===== src/rtl/bcw_pkg.sv =====
package bcw_pkg;
  localparam int WORD_W = 64;
  localparam int MTY_W  = 4;

  // control word field positions
  localparam int CW_BURST  = 63;
  localparam int CW_CALRST = 56;
  localparam int CW_FC_HI  = 55;
  localparam int CW_FC_LO  = 48;
  localparam int CW_EOP    = 44;
  localparam int CW_ERR    = 43;
  localparam int CW_MTY_HI = 42;
  localparam int CW_MTY_LO = 39;

  typedef enum logic [1:0] {
    K_DATA  = 2'd0,
    K_IDLE  = 2'd1,
    K_BURST = 2'd2,
    K_EOP   = 2'd3
  } word_kind_e;

  // empty-byte count seen by the receiver: error at end masks the low three bits
  function automatic logic [MTY_W-1:0] eff_mty(input logic [MTY_W-1:0] mty,
                                               input logic eop, input logic err);
    logic [MTY_W-1:0] r;
    r = mty;
    if (eop && err) r[2:0] = 3'b000;
    return r;
  endfunction

  function automatic logic [WORD_W-1:0] ctl_word(input logic is_burst,
                                                 input logic cal_rst,
                                                 input logic [7:0] fc,
                                                 input logic eop,
                                                 input logic err,
                                                 input logic [MTY_W-1:0] mty);
    logic [WORD_W-1:0] w;
    w = '0;
    w[CW_BURST]              = is_burst;
    w[CW_CALRST]             = cal_rst;
    w[CW_FC_HI:CW_FC_LO]     = fc;
    w[CW_EOP]                = eop;
    w[CW_ERR]                = err;
    w[CW_MTY_HI:CW_MTY_LO]   = mty;
    return w;
  endfunction
endpackage


===== src/rtl/bcw_calendar.sv =====
module bcw_calendar #(
  parameter int FC_POS = 256,
  parameter int FC_PER = 8
) (
  input  logic              clk,
  input  logic              rst_n,
  input  logic              adv,
  input  logic [FC_POS-1:0] fc_status,
  output logic [FC_PER-1:0] fc_bits,
  output logic              at_start
);
  localparam int SLOTS = FC_POS / FC_PER;
  localparam int CAL_W = (SLOTS > 1) ? $clog2(SLOTS) : 1;
  localparam logic [CAL_W-1:0] LAST = CAL_W'(SLOTS - 1);

  logic [CAL_W-1:0] ptr;

  always_ff @(posedge clk or negedge rst_n) begin
    if (!rst_n)          ptr <= '0;
    else if (adv)        ptr <= (ptr == LAST) ? '0 : ptr + 1'b1;
  end

  assign fc_bits  = fc_status[int'(ptr)*FC_PER +: FC_PER];
  assign at_start = (ptr == '0);

  p_cal_wrap_r5: assert property (@(posedge clk) disable iff (!rst_n)
    (adv && ptr == LAST) |=> at_start);
  p_cal_hold_r5: assert property (@(posedge clk) disable iff (!rst_n)
    !adv |=> $stable(ptr));
endmodule


===== src/rtl/bcw_burst_ctr.sv =====
module bcw_burst_ctr #(
  parameter int CNT_W = 8
) (
  input  logic             clk,
  input  logic             rst_n,
  input  logic             data_go,
  input  logic             ctl_go,
  input  logic [CNT_W-1:0] max_words,
  output logic             at_limit
);
  logic [CNT_W-1:0] cnt;

  always_ff @(posedge clk or negedge rst_n) begin
    if (!rst_n)                     cnt <= '0;
    else if (ctl_go)                cnt <= '0;
    else if (data_go && cnt != '1)  cnt <= cnt + 1'b1;
  end

  assign at_limit = (cnt >= max_words);

  // a data word never passes once the limit has been used up
  p_limit_r3: assert property (@(posedge clk) disable iff (!rst_n)
    (data_go && max_words != '0) |-> (cnt < max_words));
  p_ctl_clears_r4: assert property (@(posedge clk) disable iff (!rst_n)
    ctl_go |=> (cnt == '0));
endmodule


===== src/rtl/bcw_flags.sv =====
module bcw_flags (
  input  logic clk,
  input  logic rst_n,
  input  logic in_ena,
  input  logic out_ready,
  input  logic in_pkt,
  input  logic pend_eop,
  output logic underflow,
  output logic overflow
);
  logic uf_ev, of_ev;

  assign uf_ev = in_pkt && !in_ena && out_ready && !pend_eop;
  assign of_ev = in_ena && !out_ready;

  always_ff @(posedge clk or negedge rst_n) begin
    if (!rst_n) begin
      underflow <= 1'b0;
      overflow  <= 1'b0;
    end else begin
      underflow <= uf_ev;
      overflow  <= of_ev;
    end
  end

  p_no_overflow_r11: assert property (@(posedge clk) disable iff (!rst_n)
    overflow |-> $past(in_ena && !out_ready));
  p_underflow_src_r10: assert property (@(posedge clk) disable iff (!rst_n)
    underflow |-> $past(in_pkt && out_ready));
endmodule


===== src/rtl/bcw_inserter.sv =====
module bcw_inserter
  import bcw_pkg::*;
#(
  parameter int FC_POS = 256,
  parameter int FC_PER = 8,
  parameter int CNT_W  = 8
) (
  input  logic              clk,
  input  logic              rst_n,
  input  logic [WORD_W-1:0] in_data,
  input  logic              in_ena,
  input  logic              in_sop,
  input  logic              in_eop,
  input  logic              in_err,
  input  logic [MTY_W-1:0]  in_mty,
  input  logic              in_force,
  output logic              in_ready,
  input  logic [CNT_W-1:0]  cfg_burst_max,
  input  logic [FC_POS-1:0] fc_status,
  input  logic              out_ready,
  output logic              out_valid,
  output logic [WORD_W-1:0] out_word,
  output logic              out_is_ctl,
  output logic              stat_underflow,
  output logic              stat_overflow
);
  // named internal events
  logic              at_limit, ins_need, take, ctl_go, data_go;
  logic              ctl_last, pend_eop, in_pkt;
  logic              eop_err;
  logic [MTY_W-1:0]  eop_mty;
  logic [FC_PER-1:0] fc_bits;
  logic              cal_at_start;
  word_kind_e        kind;

  assign ins_need = in_ena && (in_force || at_limit) && !ctl_last;

  always_comb begin
    if (pend_eop)      kind = K_EOP;
    else if (ins_need) kind = K_BURST;
    else if (in_ena)   kind = K_DATA;
    else               kind = K_IDLE;
  end

  assign in_ready = out_ready && !pend_eop && !ins_need;
  assign take     = in_ena && in_ready;
  assign data_go  = take;
  assign ctl_go   = out_ready && (kind != K_DATA);

  bcw_calendar #(.FC_POS(FC_POS), .FC_PER(FC_PER)) u_cal (
    .clk(clk), .rst_n(rst_n), .adv(ctl_go), .fc_status(fc_status),
    .fc_bits(fc_bits), .at_start(cal_at_start)
  );

  bcw_burst_ctr #(.CNT_W(CNT_W)) u_burst (
    .clk(clk), .rst_n(rst_n), .data_go(data_go), .ctl_go(ctl_go),
    .max_words(cfg_burst_max), .at_limit(at_limit)
  );

  bcw_flags u_flags (
    .clk(clk), .rst_n(rst_n), .in_ena(in_ena), .out_ready(out_ready),
    .in_pkt(in_pkt), .pend_eop(pend_eop),
    .underflow(stat_underflow), .overflow(stat_overflow)
  );

  // packet tracking and end-of-packet capture
  always_ff @(posedge clk or negedge rst_n) begin
    if (!rst_n) begin
      pend_eop <= 1'b0;
      eop_err  <= 1'b0;
      eop_mty  <= '0;
      in_pkt   <= 1'b0;
    end else begin
      if (take && in_eop) begin
        pend_eop <= 1'b1;
        eop_err  <= in_err;
        eop_mty  <= eff_mty(in_mty, in_eop, in_err);
      end else if (ctl_go && kind == K_EOP) begin
        pend_eop <= 1'b0;
      end
      if (take && in_eop)      in_pkt <= 1'b0;
      else if (take && in_sop) in_pkt <= 1'b1;
    end
  end

  // output register
  always_ff @(posedge clk or negedge rst_n) begin
    if (!rst_n) begin
      out_valid  <= 1'b0;
      out_word   <= '0;
      out_is_ctl <= 1'b0;
      ctl_last   <= 1'b1;
    end else if (!out_ready) begin
      out_valid  <= 1'b0;
    end else begin
      out_valid  <= 1'b1;
      out_is_ctl <= (kind != K_DATA);
      ctl_last   <= (kind != K_DATA);
      unique case (kind)
        K_DATA:  out_word <= in_data;
        K_IDLE:  out_word <= ctl_word(1'b0, cal_at_start, fc_bits, 1'b0, 1'b0, '0);
        K_BURST: out_word <= ctl_word(1'b1, cal_at_start, fc_bits, 1'b0, 1'b0, '0);
        default: out_word <= ctl_word(1'b1, cal_at_start, fc_bits, 1'b1, eop_err, eop_mty);
      endcase
    end
  end

  p_data_r1: assert property (@(posedge clk) disable iff (!rst_n)
    take |=> (out_valid && !out_is_ctl && out_word == $past(in_data)));
  p_force_r2: assert property (@(posedge clk) disable iff (!rst_n)
    (in_ena && in_force && out_ready && !pend_eop && !ctl_last)
      |=> (out_is_ctl && out_word[CW_BURST] && !out_word[CW_EOP]));
  p_eop_word_r7: assert property (@(posedge clk) disable iff (!rst_n)
    (pend_eop && out_ready) |=> (out_is_ctl && out_word[CW_EOP]));
  p_eop_blocks_r7: assert property (@(posedge clk) disable iff (!rst_n)
    pend_eop |-> !in_ready);
  p_mty_mask_r8: assert property (@(posedge clk) disable iff (!rst_n)
    (take && in_eop && in_err) |=> (eop_mty[2:0] == 3'b000));
  p_cal_start_r6: assert property (@(posedge clk) disable iff (!rst_n)
    (ctl_go && cal_at_start) |=> out_word[CW_CALRST]);
  p_stall_r11: assert property (@(posedge clk) disable iff (!rst_n)
    !out_ready |=> (!out_valid && $stable(out_word)));
  p_no_ctl_pair_r2: assert property (@(posedge clk) disable iff (!rst_n)
    (ctl_last && in_ena && out_ready && !pend_eop) |-> in_ready);
endmodule


===== config.mk =====
export PLATFORM = sky130hd
export DESIGN_NAME = bcw_inserter
export DESIGN_NICKNAME = d
export VERILOG_FILES = /design/src/rtl/bcw_pkg.sv /design/src/rtl/bcw_calendar.sv /design/src/rtl/bcw_burst_ctr.sv /design/src/rtl/bcw_flags.sv /design/src/rtl/bcw_inserter.sv
export SDC_FILE = /design/constraint.sdc
export NUM_CORES = 1
export LEC_CHECK = 0
export BUFFER_PORTS_ARGS = -buffer_cell sky130_fd_sc_hd__buf_2
export CAP_MARGIN = 30
export CORE_AREA = 4 4 158 160
export DETAILED_ROUTE_END_ITERATION = 7
export DIE_AREA = 0 0 162 164
export SYNTH_ARGS = -nofsm -noshare
export SYNTH_HDL_FRONTEND = slang
export SYNTH_HIERARCHICAL = 1
export SYNTH_SLANG_ARGS = --single-unit

===== constraint.sdc =====
create_clock -name clk -period 6.4 [get_ports clk]
set_input_delay 1.28 -clock clk [delete_from_list [all_inputs] [get_ports clk]]
set_output_delay 1.28 -clock clk [all_outputs]
set_load 0.02 [all_outputs]

==> flow_summary.yaml, run 1 <==
clock_network:
  cts_htree_levels: 3
  clockBufferDepth: 2
  cts_sinks: 89
  cts_made_buffers: 9
  post_cts_buffers: 0
  cts_tree: "done"
  cts_resized: 0
  clk_pin_slew_ns: 0.06
  cts_hold_buf: 0
  root_buffer: "clkbuf_16"
  clock_latency_ns: 0.35
placed_design:
  gp_congestion: 0.817
  io_buffers: 408
  dp.cells: 1158
  dp_hpwl_mm: 20.1
  dp_slack_ns: 2.04
critical_path:
  critPathTopFamily: "compound AO/OA/AOI/OAI gates"
  slowest_stage: "ha_1"
  crit_path_start_kind: "input port"
  end_kind: "primary output"
  worstSetupPathType: "input port to primary output"
  cp.arrival_ns: 3.06
  path_max_fanout: 2
  critPathMaxStageDelay_ns: 0.29
  critical_path_required_ns: 5.12
  worstPathCellList: "buf_2, inv_1, ha_1, and3_1, a221oi_1, o21ai_0, o21ba_2, a21boi_0, buf_2"
  cp_num_buf_inv: 3
  path_common_cell: "buf_2"
synthesis:
  yosys_warnings: 6
  synth_top_area_share_pct: 37.4
  synth_edf_count: 0
  synth_top_area_cell: "dfrtp_1"
  synth_nets: 816
  synth_area_leaders: "dfrtp_1, mux4_2, a22o_1"
  ys_ff_latch: 89
  ys_seq_area_share_pct: 37.8
  synthCells: 464
  postSynthAreaPerCell_sq_um: 12.7
  synth.distinct_cells: 61
  synth-async-reset-ratio_pct: 100
  ys.flop_type: "dfrtp_1"
  netlist_area_sq_um: 5890
sta:
  worst_hold_slack_ns: 0.480
  fin_worst_skew_ns: 0.00951
  finalHoldViolCount: 0
  fmax_ghz: 0.230
  fin_tns_setup_ns: 0
  fin_crit_sh_pct: 67.9
  setup_violations: 0
  worst_pin_slew_ns: 0.994
  slew_violations: 0
  relSlewSlack_pct: 33.7
  rsz0062_at_grt: "no"
  period_needed_ns: 4.34
  setup_slack_ns: 2.06
floorplan:
  dieWidth_um: 162
  initial_core_util_pct: 25.2
  die_area_sq_um: 26600
  core-area_sq_um: 23400
  die_h_um: 164
  row_count: 56
  pin_count: 409
power_and_ir_drop:
  leakagePower_nw: 4.30
  powerDensity_nw_per_um2: 287
  ir_drop_uv: 149
detailed_routing:
  dr_total_vias: 5737
  routedWlPerCell_um: 20.6
  routed_via_density: 4.87
  drtIter0Drc: 267
  first_pass_iters: 4
  ant_nets: 0
  routed_wl_mm: 24.3
  route.detailed.drc: 0
finish:
  layoutNonFillerInstCount: 1177
  drive_above_1_share_pct: 58.5
  fillers: 2447
  fin_util_pct: 35.9
  syn2layout_area_growth_pct: 42.8
  fin_nets: 1202
global_routing:
  grt_first_pass_wirelength_mm: 34.5
  track_usage_pct: 17.2
  grt_pass1_vias: 5917
  antenna_found_initial: 6
  grt_overflow: 0
  grt_max_degree: 73
status:
  status: "complete, no violations"
job:
  maxCapViolCount: 0
worst_hold_path:
  min_path_type: "register to register"
cells in the final DEF (no fill, tap or decap), drive strengths merged, types with 3 or more instances in the layout:
cell       n
a22oi      9
clkinv     3
diode      3
and3      10
nor4       4
a22o      55
nand2      3
ha        12
mux2i     35
dfrtp     88
o221ai     8
and4       3
nor3       5
a31oi      5
a2111oi    7
a221o     14
a21oi     19
nor2      12
inv       17
o21ai      5
buf      416
o22ai      8
nand2b     5
mux2       9
a21o       3
nand3      4
clkbuf     9
nor2b     17
mux4      47
report_power, final:
group,total (mW),switching (mW),leakage (nW),internal (mW)
clock network,0.497,0.230,0.137,0.266
logic,1.17,0.624,3.01,0.546
registers,0.746,0.0982,1.15,0.647
total,2.41,0.953,4.30,1.46
final timing paths:
path / from / end / slack [ns] / cells past startpoint
max: cfg_burst_max[7] / in_ready / 2.06 / 9
min: eop_mty[1]$_DFFE_PN0P_ / eop_mty[1]$_DFFE_PN0P_ / 0.48 / 1
max reg2reg: u_burst/cnt[6]$_DFFE_PN0P_ / u_burst/cnt[3]$_DFFE_PN0P_ / 2.97 / 9
min reg2reg: eop_mty[1]$_DFFE_PN0P_ / eop_mty[1]$_DFFE_PN0P_ / 0.48 / 1
max in group asynchronous: rst_n / u_cal/ptr[0]$_DFFE_PN0P_ / 4.31 / 2
min in group asynchronous: rst_n / u_burst/cnt[5]$_DFFE_PN0P_ / 0.83 / 1
registers in the layout (all words and copies together), names as in the netlist:
| name | count |
|---|---|
| u_burst/cnt | 8 |
| u_flags/underflow | 1 |
| ctl_last | 1 |
| out_valid | 1 |
| pend_eop | 1 |
| out_word | 64 |
| eop_err | 1 |
| u_cal/ptr | 5 |
| u_flags/overflow | 1 |
| eop_mty | 4 |
| in_pkt | 1 |
| out_is_ctl | 1 |
synth_stat cells, drive strengths merged, types with 4 or more instances:
cell type and number:
dfrtp 88, a22o 55, mux4 47, mux2i 35, buf 27, a21oi 19, nor2b 17, a221o 14
clkbuf 14, inv 14, ha 12, nor2 12, and3 10, a22oi 9, mux2 9, o221ai 8
o22ai 8, a2111oi 7, a31oi 5, nand2b 5, nor3 5, o21ai 5, nand3 4, nor4 4
cell families (layout without fill, tap and decap cells):
kind of cell / count (synthesis) / count (layout) / share of synthesized area [%]
DFF: 89 / 89 / 37.8
adders and majority gates: 12 / 12 / 2.55
other: 0 / 3 / 0
muxes: 91 / 91 / 26.0
and+or+nand+nor: 71 / 71 / 7.25
AOI/OAI and AO/OA: 146 / 146 / 20.8
buffers and inverters: 55 / 446 / 5.59
metrics by stage:
stage                     total power [mW]  instance area, sq um
final                                 2.41                  8410
after global routing                  2.56                  8410
after CTS                             2.47                  8400
after detailed placement              1.96                  8120
after global placement                1.94                  8120
after floorplan                       1.53                  5890
cell type report:
cell class / instances / area (sq um) / area share, %
antenna: 3 / 7.51 / 0.0893
clock buffer: 9 / 225 / 2.68
clock inverter: 7 / 52.6 / 0.625
inverter: 14 / 52.6 / 0.625
multi-input combinational: 320 / 3330 / 39.6
sequential: 89 / 2230 / 26.6
tap: 319 / 399 / 4.75
timing repair buffer: 416 / 2100 / 25.0
routing by layer:
metal	global-route usage, %	up-vias	part of all wire [%]
met5	0	-	0.12
met4	4.81	4	1.6
met3	4.22	21	7.1
met2	33.5	250	56
met1	18.2	2781	35
li1	-	2681	-
No activity file was read; power rests on OpenSTA's default activity.
==> run 2, diff against run 1 <==
CORE_AREA = 4 4 159 161   (was 4 4 158 160)
DIE_AREA = 0 0 163 165   (was 0 0 162 164)
clock period = 3.9 ns   (was 6.4 ns; I/O delays follow)
==> run 2 against run 1 <==
Compared with the run above:
- design area rose by 1.5%
- hold slack got worse by 0.075 ns
- critical path depth is the same
- clock power grew 82%
- critical endpoint unchanged
==> flow_summary.yaml, run 2 (same netlist as run 1, synthesis figures left out) <==
power_and_ir_drop:
  powerDensity_nw_per_um2: 480
  leakagePower_nw: 4.36
  ir_drop_uv: 225
  power_mw: 4.09
placed_design:
  dp_hpwl_mm: 20.0
  gp_congestion: 0.791
  io_buffers: 408
  dp_slack_ns: 0.443
finish:
  max_flop_register: "out_word"
  syn2layout_area_growth_pct: 44.9
  layout_commonest_cell: "buf_2"
  drive_above_1_share_pct: 58.9
  top_regs: "out_word x64, u_burst/cnt x8, u_cal/ptr x5"
  final_cell_mix: "buf_2, dfrtp_1, a22o_1"
  largest_reg_flops: 64
  fin_nets: 1211
detailed_routing:
  route.detailed.drc: 0
  first_pass_iters: 5
  routed_via_density: 4.85
  dr_total_vias: 5776
  routedWlPerCell_um: 20.3
  drtIter0Drc: 360
  ant_nets: 0
  routed_wl_mm: 24.2
critical_path:
  worstRegToRegCells: 6
  crit_path_start_kind: "input port"
  worstSetupPathType: "input port to primary output"
  crit_start: "cfg_burst_max[6]"
  cp.arrival_ns: 2.47
  r2r_end: "out_word[54]$_DFFE_PN0P_"
  r2r-start: "u_cal/ptr[0]$_DFFE_PN0P_"
  critical_path_required_ns: 3.12
  path_max_fanout: 2
  regToRegSetupSlack_ns: 0.83
  end_kind: "primary output"
  critPathCapture: "in_ready"
clock_network:
  cts_tree: "done"
  cts_htree_levels: 3
  cts_made_buffers: 9
  post_cts_buffers: 0
  clock_latency_ns: 0.34
  root_buffer: "clkbuf_16"
  cts_sinks: 89
  clk_pin_slew_ns: 0.07
  cts_resized: 0
  cts_hold_buf: 0
  clockBufferDepth: 2
sta:
  fmax_ghz: 0.308
  setup_violations: 0
  fin_tns_setup_ns: 0
  fin_worst_skew_ns: 0.00545
  rsz0062_at_grt: "no"
  relSlewSlack_pct: 48.4
  slew_violations: 0
  fin_crit_sh_pct: 83.2
  worst_pin_slew_ns: 0.771
  finalHoldViolCount: 0
  setup_slack_ns: 0.655
  period_needed_ns: 3.25
floorplan:
  core-area_sq_um: 24000
  die_h_um: 165
  pin_count: 409
  die_area_sq_um: 26900
  initial_core_util_pct: 24.6
  dieWidth_um: 163
  row_count: 57
global_routing:
  antenna_found_initial: 7
  grt_pass1_vias: 5746
  track_usage_pct: 16.9
  grt_overflow: 0
  grt_max_degree: 55
  grt_first_pass_wirelength_mm: 34.3
status:
  status: "complete, no violations"
worst_hold_path:
  min_path_type: "input port to asynchronous set/reset pin"
job:
  maxCapViolCount: 0
[run 2: through the flow]
stage	instances	utilization (%)	hold WS [ns]	cell area, sq um
2_1_floorplan	464	-	0.450	5890
3_3_place_gp	1171	34.2	0.459	8190
3_5_place_dp	1172	34.2	0.468	8210
4_1_cts	1188	35.6	0.409	8520
5_1_grt	1191	35.6	0.434	8530
6_report	1191	35.6	0.405	8530
[run 2: routing by layer]
metal	vias to the layer above	GRT usage (%)	routed length, um	share of wire (%)
li1	2691	-	-	-
met1	2787	19.8	9300	38
met3	33	3.47	1460	6.0
met5	-	0	13	0.054
met4	2	5.18	435	1.8
met2	263	30.8	13000	54
[run 2: layout make-up]
type	instances	area [sq um]
tap	324	405
sequential	89	2230
clock buffer	11	253
clock inverter	5	62.6
multi-input combinational	320	3330
inverter	14	52.6
antenna	3	7.51
timing repair buffer	425	2180
fill	2474	15400
[run 2: how the worst min path moves through the flow]
stage / end / depth (start not counted) / startpoint
floorplan: eop_err$_DFFE_PN0P_ / 1 / eop_err$_DFFE_PN0P_
global placement: eop_err$_DFFE_PN0P_ / 1 / eop_err$_DFFE_PN0P_
detailed placement: eop_mty[3]$_DFFE_PN0P_ / 1 / eop_mty[3]$_DFFE_PN0P_
CTS: out_word[59]$_DFFE_PN0P_ / 1 / rst_n
global route: out_word[59]$_DFFE_PN0P_ / 1 / rst_n
finish: out_word[58]$_DFFE_PN0P_ / 1 / rst_n
[run 2: where the power goes]
part	switching (mW)	internal, mW
clock	0.369	0.535
sequential	0.154	1.06
combinational	1.05	0.918
[run 2: critical path, cell delays in order]
cell and delay, ns:
buf_2 0.07, inv_1 0.03, ha_1 0.30, a21o_1 0.16, a221oi_1 0.28, o21ai_0 0.23
o21ba_2 0.26, a21boi_0 0.15, buf_2 0.19
